File: config.mk
export PLATFORM = sky130hd
export DESIGN_NAME = irq_vector_unit
export DESIGN_NICKNAME = d
export VERILOG_FILES = /design/src/rtl/ivu_pkg.sv /design/src/rtl/ivu_flag_bank.sv /design/src/rtl/ivu_prio_enc.sv /design/src/rtl/ivu_req_gen.sv /design/src/rtl/irq_vector_unit.sv
export SDC_FILE = /design/constraint.sdc
export NUM_CORES = 1
export LEC_CHECK = 0
export ABC_AREA = 1
export BUFFER_PORTS_ARGS = -buffer_cell sky130_fd_sc_hd__buf_2
export CAP_MARGIN = 20
export CORE_MARGIN = 10
export CORE_UTILIZATION = 38
export CTS_CLUSTER_DIAMETER = 120
export DETAILED_ROUTE_END_ITERATION = 10
export PLACE_DENSITY = 0.73
export SLEW_MARGIN = 20
export SYNTH_ARGS = -nofsm -noshare
export SYNTH_HDL_FRONTEND = slang
export SYNTH_SLANG_ARGS = --single-unit
File: constraint.sdc
create_clock -name clk -period 1.85 [get_ports clk]
set_clock_uncertainty 0.2 [all_clocks]
set_input_delay 0.185 -clock clk [delete_from_list [all_inputs] [get_ports clk]]
set_output_delay 0.185 -clock clk [all_outputs]
set_load 0.02 [all_outputs]
File: src/rtl/ivu_pkg.sv
package ivu_pkg;

    localparam int IVU_NSRC   = 7;
    localparam int IVU_CODE_W = $clog2(IVU_NSRC + 1);

    typedef enum logic [2:0] {
        EV_NONE     = 3'd0,
        EV_ARB_LOST = 3'd1,
        EV_NO_ACK   = 3'd2,
        EV_ACC_RDY  = 3'd3,
        EV_RX_RDY   = 3'd4,
        EV_TX_RDY   = 3'd5,
        EV_STOP     = 3'd6,
        EV_ADDR_HIT = 3'd7
    } ivu_code_e;

endpackage

File: src/rtl/ivu_flag_bank.sv
module ivu_flag_bank #(
    parameter int N_SRC = 7
) (
    input  logic             clk,
    input  logic             rst,
    input  logic             wipe_i,
    input  logic [N_SRC-1:0] set_i,
    input  logic [N_SRC-1:0] clr_i,
    output logic [N_SRC-1:0] flags_o
);

    for (genvar g = 0; g < N_SRC; g++) begin : g_flag
        always_ff @(posedge clk) begin
            if (rst || wipe_i) begin
                flags_o[g] <= 1'b0;
            end else if (set_i[g]) begin
                flags_o[g] <= 1'b1;
            end else if (clr_i[g]) begin
                flags_o[g] <= 1'b0;
            end
        end
    end

endmodule

File: src/rtl/ivu_prio_enc.sv
module ivu_prio_enc #(
    parameter int N_SRC  = 7,
    parameter int CODE_W = $clog2(N_SRC + 1)
) (
    input  logic [N_SRC-1:0]  pend_i,
    output logic [CODE_W-1:0] code_o,
    output logic [N_SRC-1:0]  pick_o
);

    always_comb begin
        code_o = '0;
        pick_o = '0;
        for (int i = N_SRC - 1; i >= 0; i--) begin
            if (pend_i[i]) begin
                code_o = CODE_W'(i + 1);
                pick_o = '0;
                pick_o[i] = 1'b1;
            end
        end
    end

endmodule

File: src/rtl/ivu_req_gen.sv
module ivu_req_gen (
    input  logic clk,
    input  logic rst,
    input  logic wipe_i,
    input  logic rd_i,
    input  logic any_pend_i,
    output logic irq_o
);

    always_ff @(posedge clk) begin
        if (rst || wipe_i || rd_i) begin
            irq_o <= 1'b0;
        end else begin
            irq_o <= any_pend_i;
        end
    end

endmodule

File: src/rtl/irq_vector_unit.sv
module irq_vector_unit #(
    parameter int N_SRC  = ivu_pkg::IVU_NSRC,
    parameter int CODE_W = $clog2(N_SRC + 1)
) (
    input  logic              clk,
    input  logic              rst,
    input  logic              soft_rst_i,
    input  logic [N_SRC-1:0]  evt_i,
    input  logic              mask_we_i,
    input  logic [N_SRC-1:0]  mask_wdata_i,
    input  logic              stat_we_i,
    input  logic [N_SRC-1:0]  stat_wdata_i,
    input  logic              vec_rd_i,
    output logic [N_SRC-1:0]  flags_o,
    output logic [N_SRC-1:0]  mask_o,
    output logic [CODE_W-1:0] vec_o,
    output logic              irq_o
);

    logic [N_SRC-1:0] enable_q;
    logic [N_SRC-1:0] pending;
    logic [N_SRC-1:0] pick;
    logic [N_SRC-1:0] clr_req;

    always_ff @(posedge clk) begin
        if (rst) begin
            enable_q <= '0;
        end else if (mask_we_i) begin
            enable_q <= mask_wdata_i;
        end
    end

    assign pending = flags_o & enable_q;

    ivu_prio_enc #(.N_SRC(N_SRC), .CODE_W(CODE_W)) u_enc (
        .pend_i (pending),
        .code_o (vec_o),
        .pick_o (pick)
    );

    always_comb begin
        clr_req = '0;
        if (stat_we_i) clr_req = clr_req | stat_wdata_i;
        if (vec_rd_i)  clr_req = clr_req | pick;
    end

    ivu_flag_bank #(.N_SRC(N_SRC)) u_flags (
        .clk     (clk),
        .rst     (rst),
        .wipe_i  (soft_rst_i),
        .set_i   (evt_i),
        .clr_i   (clr_req),
        .flags_o (flags_o)
    );

    ivu_req_gen u_req (
        .clk        (clk),
        .rst        (rst),
        .wipe_i     (soft_rst_i),
        .rd_i       (vec_rd_i),
        .any_pend_i (|pending),
        .irq_o      (irq_o)
    );

    assign mask_o = enable_q;

endmodule

**After elaboration in Yosys (flattened, before gate mapping)**

Cells that the tools add are included.

- Register bits: 15
- Bits of input ports: 27
- Output and inout bits: 18
- Logic and storage cells: 51

- Mux-type cells: 30
- Bitwise gates (word level): 2
- Reduce and logical (&&, ||, !) cells: 10

Operator list:

| operator | count |
|---|---|
| $mux W7 | 9 |
| $mux W3 | 7 |
| $mux W1 | 14 |
| $reduce_bool A2 Y1 | 7 |
| $and A7 B7 Y7 | 1 |
| $or A7 B7 Y7 | 1 |
| $reduce_or A7 Y1 | 1 |
| $logic_or A1 B1 Y1 | 2 |

**Depth between registers and ports, before layout**

Gate-level depths: netlist of the first run.

- Depth in word-level cells: 12
- Depth in mapped cells: 8
- Gate-level depth less buffers: 8

**By module**

A second synthesis of the first run with hierarchy kept.

- Cell total of the unflattened synthesis: 147
- Area total of the unflattened synthesis: 894.6 sq um

By module, submodules not included:

| module | instances | cells each | area each (sq um) | sequential area each (sq um) |
|---|---|---|---|---|
| irq_vector_unit | 1 | 71 | 396.6 | 140.1 |
| ivu_flag_bank | 1 | 38 | 299.0 | 140.1 |
| ivu_prio_enc | 1 | 31 | 156.4 | 0.0 |
| ivu_req_gen | 1 | 7 | 42.5 | 20.0 |

**Worst setup path after synthesis of the first run**

OpenSTA, ideal clock, no wires.

- Path type: register to output
- Start: register enable_q[3], in the netlist mask_o[3]
- End: output vec_o[2]
- Data arrival time: 1.110 ns
- Required time: 1.465 ns
- Slack: 0.355 ns
- Cell stages (with the launch flop): 5
- Path buffers: 0
- Cell sequence: dfxtp_1 nand2_1 nand2_1 inv_1 a31oi_1

- Word-level cells in the longest chain between the ends: 5

Ends and longest elaborated chain:

| item | RTL line | RTL |
|---|---|---|
| start, declared | irq_vector_unit.sv:20 | `logic [N_SRC-1:0] enable_q;` |
| start signal, assigned | irq_vector_unit.sv:29 | `enable_q <= mask_wdata_i;` |
| $and A7 B7 Y7 | irq_vector_unit.sv:33 | `assign pending = flags_o & enable_q;` |
| $mux W3 (4 in series) | ivu_prio_enc.sv:14 | `if (pend_i[i]) begin` |
| end, declared | irq_vector_unit.sv:16 | `output logic [CODE_W-1:0] vec_o,` |

No other way between the ends.

**Worst setup path in the final report of the first run**

- Start: register enable_q[1], in the netlist mask_o[1]
- End: register u_flags.flags_o[6]

- Word-level cells in the longest chain between the ends: 6

Ends and longest elaborated chain:

| item | RTL line | RTL |
|---|---|---|
| $and A7 B7 Y7 | irq_vector_unit.sv:33 |  |
| $mux W7 (2 in series) | ivu_prio_enc.sv:14 |  |
| $or A7 B7 Y7 | irq_vector_unit.sv:44 | `if (vec_rd_i) clr_req = clr_req \| pick;` |
| $mux W7 | irq_vector_unit.sv:44 |  |
| $reduce_bool A2 Y1 (no source line) | -- |  |
| end signal, assigned by index | ivu_flag_bank.sv:15 | `flags_o[g] <= 1'b0;` |
| end signal, assigned by index | ivu_flag_bank.sv:17 | `flags_o[g] <= 1'b1;` |
| end signal, assigned by index | ivu_flag_bank.sv:19 | `flags_o[g] <= 1'b0;` |
| end, declared | ivu_flag_bank.sv:9 | `output logic [N_SRC-1:0] flags_o` |

No other way between the ends.
A chain may end at the register's enable or synchronous reset.

==> results of run 1 <==
-- power groups by stage --
| stage | Clock [uW] | Combinational (uW) | Sequential, uW |
|---|---|---|---|
| 3_5_place_dp | 0 | 124 | 359 |
| 6_report | 191 | 169 | 354 |
| 5_1_grt | 217 | 184 | 356 |
| 3_3_place_gp | 0 | 123 | 359 |
| 2_1_floorplan | 0 | 52.1 | 377 |
| 4_1_cts | 188 | 160 | 352 |
-- cells by family after synthesis --
family | synth area share (%)
AO/OA/AOI/OAI | 17.8
buffers and inverters | 7.10
flip-flops | 42.6
AND/OR/NAND/NOR | 32.5
-- worst max path at each step --
stage | from | end | slack [ns] | depth (start not counted)
3_5_place_dp | mask_o[3]$_SDFFE_PP0P_ | vec_o[1] | 0.47 | 5
6_report | mask_o[1]$_SDFFE_PP0P_ | u_flags.flags_o[6]$_SDFFE_PP0P_ | 0.04 | 7
5_1_grt | mask_o[6]$_SDFFE_PP0P_ | u_flags.flags_o[6]$_SDFFE_PP0P_ | -0.01 | 8
3_3_place_gp | mask_o[3]$_SDFFE_PP0P_ | vec_o[1] | 0.47 | 5
4_1_cts | mask_o[1]$_SDFFE_PP0P_ | u_flags.flags_o[6]$_SDFFE_PP0P_ | 0.06 | 7
2_1_floorplan | mask_o[3]$_SDFFE_PP0P_ | vec_o[2] | 0.35 | 4
-- through the flow --
stage                     worst slack [ns]  instance area [sq um]  utilization, %  hold slack [ns]  setup TNS, ns
after floorplan                      0.355                    704               -           0.0547              0
after detailed placement             0.466                    928            53.2            0.204              0
after CTS                           0.0600                   1180            67.9          0.00776              0
after global routing               -0.0110                   1210            69.5           0.0204        -0.0110
final                               0.0396                   1210            69.5           0.0201              0
after global placement               0.470                    928            53.2            0.190              0
-- repair_timing --
action,CTS,global route
resized for setup,0,4
endpoints found under the setup margin,0,2
setup buffers,0,2
endpoints found under the hold margin,15,0
hold buffers,23,0
-- cell type report --
type,instances,share of cell area (%)
Timing Repair Buffer,69,38.4
Multi-Input combinational cell,77,30.2
Sequential cell,15,24.8
Tap cell,25,2.58
Clock buffer,4,2.17
Inverter,6,1.86
-- worst register-to-register path: cells and delay by family (launching register included) --
family	cells	cell delay, ns
buf+inv	1	0.56
flops	1	0.44
simple gates	5	0.41
compound gates	1	0.14
-- metal layers --
metal	GRT usage (%)	routed length, microns
met4	4.19	21
met5	0	0
met2	24.6	1470
met1	13.1	1040
met3	4.77	154
-- sequential cells by signal (all words and copies together), names as in the netlist --
name / cells
mask_o: 7
u_flags.flags_o: 7
u_req.irq_o: 1
-- layout by cell type (no fill, tap or decap) --
cell type       n
a21boi_0        4
a21oi_1        15
a31oi_1         2
buf_2          44
buf_4           2
clkbuf_1        1
clkbuf_4        3
dfxtp_1        15
dlygate4sd3_1  23
inv_1           6
nand2_1        36
nand2_2         4
nand3_1         4
nand4_1         1
nor2_1          6
nor2_4          1
nor3_1          1
nor3_2          1
o21a_1          1
or2_0           1
==> summary.md, run 1 <==
| Metric | Value |
|---|---|
| Mean Syn Cell Area | between 6 and 7 sq um |
| Cell Pwr Density | between 500 and 600 nW/um^2 |
| Vias in the first global route | 896 |
| CTS max path bufs | 2 |
| FF-to-FF setup slack | ~0.04 ns |
| Headroom to the max-slew limit | 61.7% |
| Final period util | 97.9% |
| Max-Cap Viols | 0 |
| WS Path Type | flop to flop |
| Count leader, synth | nand2_1 |
| Slowest-stage cell, CP | dlygate4sd3_1 |
| First-pass GRT wire length | roughly 4200 microns |
| Final setup viols | 0 |
| Leading area contributor after synthesis | dfxtp_1 |
| Number of fillers in the final layout | 150 |
| Switching Share | about 29% |
| Sequential area share after synthesis | between 40% and 50% |
| Half-perimeter wire length after placement | approximately 1700 microns |
| Share of post-route cells with drive strength above 1 | about a third |
| Clock share of power | about 27% |
| Final WL | around 2700 microns |
| Hold Path Cell Cnt | 3 |
| CTS tree | built |
| # nets final | about 200 |
| H-tree levels | 1 |
| Root Driver | clkbuf_4 |
| Reg2Reg Launch Point | mask_o[1]$_SDFFE_PP0P_ |
| Synth cell types | 17 |
| Largest cells by area after synthesis | dfxtp_1 43%, nand2_1 21%, a21oi_1 11% |
| FF-to-FF End | u_flags.flags_o[6]$_SDFFE_PP0P_ |
| Most frequent cells after synthesis | 39 x nand2_1, 15 x a21oi_1, 15 x dfxtp_1 |
| Worst Hold Class | input pin to flop |
| Worst stage delay on the critical path | ~0.56 ns |
| Clock-pin slew on the worst setup and hold paths | ~0.1 ns |
| TritonCTS Sinks | 15 |
| Final hold viol count | 0 |
| Io pins | 45 |
| HP Start | mask_we_i |
| Peak supply drop | approximately 0.0005 V |
| Via Count | approximately 900 |
| Total grt overflow | 0 |
| Drc violations | 0 |
| WHS Endpoint | mask_o[6]$_SDFFE_PP0P_ |
| Die width | around 63 microns |
| CP delay by family, top | buffers and inverters |
| Psw | 205 uW |
| Worst Path Buf+Inv | 1 |
| Worst skew pair latency | around 0.29 ns |
| Asr flop ratio synth | 0% |
| Top-area cell type share of the netlist area | approximately 43% |
| Number of diodes | 0 |
| IO Port Bufs | 44 |
| Post-synthesis register bit count | 15 |
| Syn. warnings | 0 |
| Layout area overhead | 72.1% |
| Total CTS buffers | 3 |
| Net count after synthesis | between 100 and 150 |
| Initial antenna violation count | 0 |
| First-iteration detailed-routing DRC count | 25 |
| Row count | 15 |
| Core region area | 1750 sq um |
| WP data arrival | roughly 1.8 ns |
| GPL Wtd Cong | 0.857 |
| Die area | a little under 4000 sq um |
| Slew at the pin closest to its max-slew limit | approximately 0.57 ns |
| Leakage | 0.000637 uW |
| Logic pwr share | 23.6% |
| Pins over their slew limit | 0 |
| Main synth FF type | dfxtp_1 |
| Worst setup SP type | flop |
| Post-placement cell count | 167 |
| Largest net degree at the start of global routing | 9 |
| EDFF count, synth | 0 |
| Sequential Area | roughly 300 sq um |
| WP data required | between 1.5 and 2 ns |
| Power Total | a little over 700 uW |
| Critical Path End Type | flop |
| Router iterations before antenna repair | 4 |
| Synth Cell Area | about 700 sq um |
| Layout Cells excl Fill | roughly 200 |
| Worst path cell trace | nand2_2 -> nand2_1 -> nor2_4 -> nand2_1 -> nand2_1 -> a21oi_1 -> dlygate4sd3_1 |
| Sequential power share | about half |
| FMAX | about 550 MHz |
| Global-route usage over all layers | a little over an eighth |
| Final ANT Viol Nets | 0 |
| Status | finished clean |
| Initial Util | approximately 40% |
| Reg2reg path depth | 7 |
| Internal power | around 500 uW |
| Die Y | roughly 63 microns |
| Final Critical Period | roughly 1.8 ns |
| Mapped Cells | around 100 |
| Most common cell on crit path | nand2_1 |
| Max FO, Critical Path | 4 |
| Routed WL per cell | between 10 and 15 microns |
| Mean number of vias per cell | approximately 4.7 |
| Area occupied by multi-input gates | about 370 sq um |
(Power assumes the default switching activity.)
==> run 2: changes to the inputs <==
--- a/config.mk
+++ b/config.mk
@@ -10,8 +10,9 @@
 export CAP_MARGIN = 20
 export CORE_MARGIN = 10
 export CORE_UTILIZATION = 38
-export CTS_CLUSTER_DIAMETER = 120
+export CTS_CLUSTER_DIAMETER = 150
 export DETAILED_ROUTE_END_ITERATION = 10
+export HOLD_SLACK_MARGIN = 0.03
 export PLACE_DENSITY = 0.73
 export SLEW_MARGIN = 20
 export SYNTH_ARGS = -nofsm -noshare
==> summary.md, run 2 (synthesis results as in run 1) <==
| Metric | Value |
|---|---|
| Io pins | 45 (unchanged) |
| Power Total | 719 uW (+0.75%) |
| Clock share of power | 27.0% (+0.2 points) |
| Share of post-route cells with drive strength above 1 | 31.8% (-0.37 points) |
| Critical Path End Type | flop |
| CTS max path bufs | 2 (unchanged) |
| Total grt overflow | 0 (unchanged) |
| Most common cell after layout, fill and taps aside | buf_2 |
| TritonCTS Sinks | 15 (unchanged) |
| Cell Pwr Density | 583 nW/um^2 (-0.89%) |
| Total CTS buffers | 3 (unchanged) |
| Clock-pin slew on the worst setup and hold paths | 0.10 ns (about the same) |
| Headroom to the max-slew limit | 61.4% (-0.31 points) |
| Setup tns final | 0 ns (unchanged) |
| Max-Cap Viols | 0 (unchanged) |
| IO Port Bufs | 44 (unchanged) |
| # nets final | 201 (+1.0%) |
| First-pass GRT wire length | 4240 microns (+0.50%) |
| WS Path Type | flop to flop |
| Status | finished clean |
| Switching Share | 28.9% (+0.14 points) |
| Sequential Area | 300 sq um (unchanged) |
| Initial Util | 40.4% (unchanged) |
| Reg2reg path depth | 7 (unchanged) |
| Final ANT Viol Nets | 0 (unchanged) |
| CTS tree | built |
| Number of fillers in the final layout | 143 (-4.7%) |
| WHS Endpoint | u_flags.flags_o[1]$_SDFFE_PP0P_ |
| Vias in the first global route | 909 (+1.5%) |
| Psw | 208 uW (+1.2%) |
| Final WL | 2650 microns (-1.4%) |
| Area occupied by multi-input gates | 367 sq um (unchanged) |
| Highest-count cells in the layout ignoring fill and taps | 44 x buf_2, 36 x nand2_1, 25 x dlygate4sd3_1, 15 x a21oi_1, 15 x dfxtp_1 |
| Reg2Reg Launch Point | mask_o[2]$_SDFFE_PP0P_ |
| Cell Area, Placed | 928 sq um (unchanged) |
| WP data required | 1.82 ns (-0.05 ns) |
| Die area | 3980 sq um (unchanged) |
| Row count | 15 (unchanged) |
| Core region area | 1750 sq um (unchanged) |
| Layout area overhead | 75.0% |
| Worst setup SP type | flop |
| Final setup viols | 0 (unchanged) |
| Die Y | 63.1 microns (unchanged) |
| GPL Wtd Cong | 0.857 (unchanged) |
| FF-to-FF End | u_flags.flags_o[6]$_SDFFE_PP0P_ |
| H-tree levels | 1 (unchanged) |
| WP data arrival | 1.78 ns (-0.05 ns) |
| Final period util | 98.0% (+0.11 points) |
| Peak supply drop | 0.000503 V (+0.47%) |
| Hold Path Cell Cnt | 4 (+1) |
| Drc violations | 0 (unchanged) |
| Global-route usage over all layers | 13.1% (-0.072 points) |
| Die width | 63.1 microns (unchanged) |
| Number of diodes | 0 (unchanged) |
| Half-perimeter wire length after placement | 1720 microns (unchanged) |
| First-iteration detailed-routing DRC count | 26 (+4.0%) |
| Initial antenna violation count | 0 (unchanged) |
| FMAX | 552 MHz (-0.11%) |
| Leakage | 0.000636 uW (-0.18%) |
| Root Driver | clkbuf_4 |
| Via Count | 933 (+0.97%) |
| Routed WL per cell | 13.4 microns (-2.4%) |
| Pins over their slew limit | 0 (unchanged) |
| Logic pwr share | 23.8% (+0.2 points) |
| Worst skew pair latency | 0.29 ns (about the same) |
| WHS | 0.0277 ns (+0.00761 ns) |
| FF-to-FF setup slack | 0.04 ns (about the same) |
| Router iterations before antenna repair | 4 (unchanged) |
| HP Start | stat_wdata_i[1] |
| Final hold viol count | 0 (unchanged) |
| Mean number of vias per cell | 4.71 (about the same) |
| Slew at the pin closest to its max-slew limit | 0.579 ns (+0.00464 ns) |
| Sequential power share | 49.2% (-0.4 points) |
| Worst Hold Class | input pin to flop |
| Max FO, Critical Path | 4 (unchanged) |
| Largest net degree at the start of global routing | 9 (unchanged) |
| Fin area | 1230 sq um (+1.7%) |
| Final Critical Period | 1.81 ns (+0.00202 ns) |
| Internal power | 511 uW (+0.55%) |
-- run 2: cell count changes in the layout (fill, tap and decap cells not counted) --
cell           change
dlygate4sd3_1      +2
-- run 2: power by group through the flow --
stage / Sequential, uW / Clock [uW] / Combinational [uW]
floorplan: 377 / 0 / 52.1
global placement: 359 / 0 / 123
detailed placement: 359 / 0 / 124
CTS: 352 / 188 / 163
global route: 356 / 217 / 187
finish: 354 / 194 / 171
-- run 2: worst max path at each step --
stage / from / end / slack (ns) / cells after the start
2_1_floorplan: mask_o[3]$_SDFFE_PP0P_ / vec_o[2] / 0.35 / 4
3_3_place_gp: mask_o[3]$_SDFFE_PP0P_ / vec_o[1] / 0.47 / 5
3_5_place_dp: mask_o[3]$_SDFFE_PP0P_ / vec_o[1] / 0.47 / 5
4_1_cts: mask_o[1]$_SDFFE_PP0P_ / u_flags.flags_o[6]$_SDFFE_PP0P_ / 0.06 / 7
5_1_grt: mask_o[6]$_SDFFE_PP0P_ / u_flags.flags_o[6]$_SDFFE_PP0P_ / -0.01 / 8
6_report: mask_o[2]$_SDFFE_PP0P_ / u_flags.flags_o[6]$_SDFFE_PP0P_ / 0.04 / 7
-- run 2: what timing repair did --
item / CTS / global route
resized for setup: 0 / 4
setup buffers: 0 / 2
setup endpoints to repair: 0 / 2
endpoints found under the hold margin: 15 / 0
hold buffers: 25 / 0
-- run 2: worst max-delay path, stage by stage (launching register included) --
cell and delay [ns]:
dfxtp_1 0.36, nand2_1 0.12, nand2_1 0.11, nor2_4 0.14, nand2_1 0.06, nand2_1 0.06
a21oi_1 0.06, dlygate4sd3_1 0.58
-- run 2: final cells by class --
| type | count | area share [%] |
|---|---|---|
| tap | 25 | 2.54 |
| timing repair buffer | 71 | 39.4 |
| inverter | 6 | 1.83 |
| sequential | 15 | 24.4 |
| multi-input combinational | 77 | 29.7 |
| clock buffer | 4 | 2.13 |
-- run 2: routing by layer --
| metal | global-route usage [%] | wire length [microns] | vias up |
|---|---|---|---|
| met5 | 0 | 0 | - |
| met4 | 4.19 | 21 | 0 |
| met3 | 4.77 | 152 | 4 |
| met2 | 24.0 | 1420 | 31 |
| met1 | 13.4 | 1050 | 425 |
| li1 | - | - | 473 |
-- run 2: metrics by stage --
stage,worst slack [ns],utilization (%),std cells
3_3_place_gp,0.470,53.2,167
5_1_grt,-0.0110,70.6,198
4_1_cts,0.0601,69.0,196
3_5_place_dp,0.466,53.2,167
2_1_floorplan,0.355,-,101
6_report,0.0376,70.6,198
==> run 3: changes to the inputs <==
==> constraint.sdc (replaced) <==
create_clock -name clk -period 2 [get_ports clk]
set_clock_uncertainty 0.2 [all_clocks]
set_input_delay 0.2 -clock clk [delete_from_list [all_inputs] [get_ports clk]]
set_output_delay 0.2 -clock clk [all_outputs]
set_load 0.02 [all_outputs]
==> summary.md, run 3 (synthesis results as in run 1) <==
| Metric | Value |
|---|---|
| Area occupied by multi-input gates | 359 sq um (-2.0%) |
| Final Critical Period | roughly 1.9 ns |
| Drc violations | 0 (unchanged) |
| Cell Area, Placed | 928 sq um (unchanged) |
| Worst Hold Class | input pin to flop |
| Cell Pwr Density | 543 nW/um^2 (-6.9%) |
| CTS tree | built |
| Setup tns final | 0 ns (unchanged) |
| Final WL | 2480 microns (-6.1%) |
| Final hold viol count | 0 (unchanged) |
| Final setup viols | 0 (unchanged) |
| HP Start | mask_we_i |
| WHS Endpoint | mask_o[3]$_SDFFE_PP0P_ |
| Die width | 63.1 microns (unchanged) |
| Reg2reg path depth | 7 (unchanged) |
| Max-Cap Viols | 0 (unchanged) |
| Vias in the first global route | 922 (+1.4%) |
| Number of diodes | 0 (unchanged) |
| Worst setup SP type | input pin |
| # nets final | 198 (-1.5%) |
| FF-to-FF End | u_flags.flags_o[6]$_SDFFE_PP0P_ |
| Worst path cell trace | dlygate4sd3_1 -> buf_2 -> nand2_1 -> nor2_4 -> nand2_1 -> nand2_1 -> a21oi_1 -> dlygate4sd3_1 |
| Io pins | 45 (unchanged) |
| Hold Path Cell Cnt | 3 (-1) |
| Half-perimeter wire length after placement | 1740 microns (+1.5%) |
| WP data arrival | 1.86 ns (+0.08 ns) |
| Reg2Reg Launch Point | mask_o[1]$_SDFFE_PP0P_ |
| Initial Util | 40.4% (unchanged) |
| CP delay by family, top | buffers and inverters |
| Routed WL per cell | 12.7 microns (-4.6%) |
| Via Count | 901 (-3.4%) |
| Worst Path Buf+Inv | 3 (+2) |
| Highest-count cells in the layout ignoring fill and taps | 44 x buf_2, 39 x nand2_1, 24 x dlygate4sd3_1, 15 x a21oi_1, 15 x dfxtp_1 |
| Total grt overflow | 0 (unchanged) |
| Most common cell after layout, fill and taps aside | buf_2 |
| Die Y | 63.1 microns (unchanged) |
| Mean number of vias per cell | 4.62 (-1.9%) |
| IO Port Bufs | 44 (unchanged) |
| WS Path Type | input pin to flop |
| Fin area | 1200 sq um (-2.6%) |
| FF-to-FF setup slack | 0.21 ns (+0.17 ns) |
| Clock-pin slew on the worst setup and hold paths | 0.09 ns (about the same) |
| Die area | 3980 sq um (unchanged) |
| Slowest-stage cell, CP | dlygate4sd3_1 |
| Status | finished clean |
| GPL Wtd Cong | 0.857 (unchanged) |
| Worst stage delay on the critical path | 0.57 ns (about the same) |
| First-pass GRT wire length | 4150 microns (-2.1%) |
| Headroom to the max-slew limit | 63.5% (+2.1 points) |
| TritonCTS Sinks | 15 (unchanged) |
| Peak supply drop | 0.000295 V (-41%) |
| First-iteration detailed-routing DRC count | 17 (-35%) |
| Initial antenna violation count | 0 (unchanged) |
| Slew at the pin closest to its max-slew limit | 0.548 ns (-0.0310 ns) |
| Post-placement cell count | 167 (unchanged) |
| Largest net degree at the start of global routing | 9 (unchanged) |
| Layout area overhead | 70.3% |
| FMAX | approximately 530 MHz |
| Number of fillers in the final layout | 175 (+22%) |
| Core region area | 1750 sq um (unchanged) |
| Leakage | 0.000621 uW (-2.3%) |
| WP data required | 1.97 ns (+0.15 ns) |
| Final period util | 94.6% |
| CTS max path bufs | 2 (unchanged) |
| Critical Path End Type | flop |
| Worst skew pair latency | 0.28 ns (about the same) |
| Most common cell on crit path | nand2_1 |
| Layout Cells excl Fill | 195 (-1.5%) |
| Root Driver | clkbuf_4 |
| Unrepaired setup endpoints after global routing | no |
| Share of post-route cells with drive strength above 1 | 29.4% (-2.4 points) |
| Router iterations before antenna repair | 4 (unchanged) |
| Sequential Area | 300 sq um (unchanged) |
| Final ANT Viol Nets | 0 (unchanged) |
| Global-route usage over all layers | 12.6% (-0.46 points) |
| Row count | 15 (unchanged) |
| H-tree levels | 1 (unchanged) |
| Pins over their slew limit | 0 (unchanged) |
| Total CTS buffers | 3 (unchanged) |
| Max FO, Critical Path | 5 (+1) |
[run 3: cell count changes in the layout (fill, tap and decap cells not counted)]
cell and change:
nand2_2 -3, nand2_1 +3, buf_4 -2, dlygate4sd3_1 -1
[run 3: area by class of cell]
type | instances | share of cell area (%)
Clock buffer | 4 | 2.19
Tap cell | 25 | 2.61
Multi-Input combinational cell | 77 | 29.9
Inverter | 6 | 1.88
Timing Repair Buffer | 68 | 38.4
Sequential cell | 15 | 25.0
[run 3: worst max-delay path by stage]
stage | from | cells past startpoint | to | slack, ns
2_1_floorplan | mask_o[3]$_SDFFE_PP0P_ | 4 | vec_o[2] | 0.49
3_3_place_gp | mask_o[3]$_SDFFE_PP0P_ | 5 | vec_o[1] | 0.60
3_5_place_dp | mask_o[3]$_SDFFE_PP0P_ | 5 | vec_o[1] | 0.60
4_1_cts | vec_rd_i | 8 | u_flags.flags_o[6]$_SDFFE_PP0P_ | 0.1
5_1_grt | vec_rd_i | 8 | u_flags.flags_o[6]$_SDFFE_PP0P_ | 0.01
6_report | vec_rd_i | 8 | u_flags.flags_o[6]$_SDFFE_PP0P_ | 0.11
[run 3: through the flow]
stage          hold WS (ns)  utilization [%]  power (uW)  setup slack (ns)
2_1_floorplan        0.0697                -         397             0.490
3_3_place_gp          0.205             53.2         446             0.605
3_5_place_dp          0.219             53.2         447             0.597
4_1_cts              0.0318             68.5         650            0.0965
5_1_grt              0.0501             68.7         684            0.0146
6_report             0.0388             68.7         651             0.108
[run 3: where the power goes]
group | total, uW | internal (uW) | switching, uW
combinational | 152 | 77.6 | 74.6
clock | 173 | 77.3 | 96.2
sequential | 326 | 313 | 12.5
[run 3: repair_timing]
item                       4_1_cts  5_1_grt
hold endpoints to repair        15        0
hold buffers                    24        0
resized for setup                0        1
setup buffers                    0        0
setup endpoints to repair        0        1
[run 3: worst min-delay path: stages]
cell and delay (ns):
buf_2 0.14, nand2_1 0.07, a21oi_1 0.06
[run 3: per-layer routing]
metal	vias up	track usage (%)	share of wire [%]
met4	0	4.19	1.6
met2	22	23.5	52
met1	404	12.7	41
met3	4	4.42	5.3
li1	471	-	-
met5	-	0	0
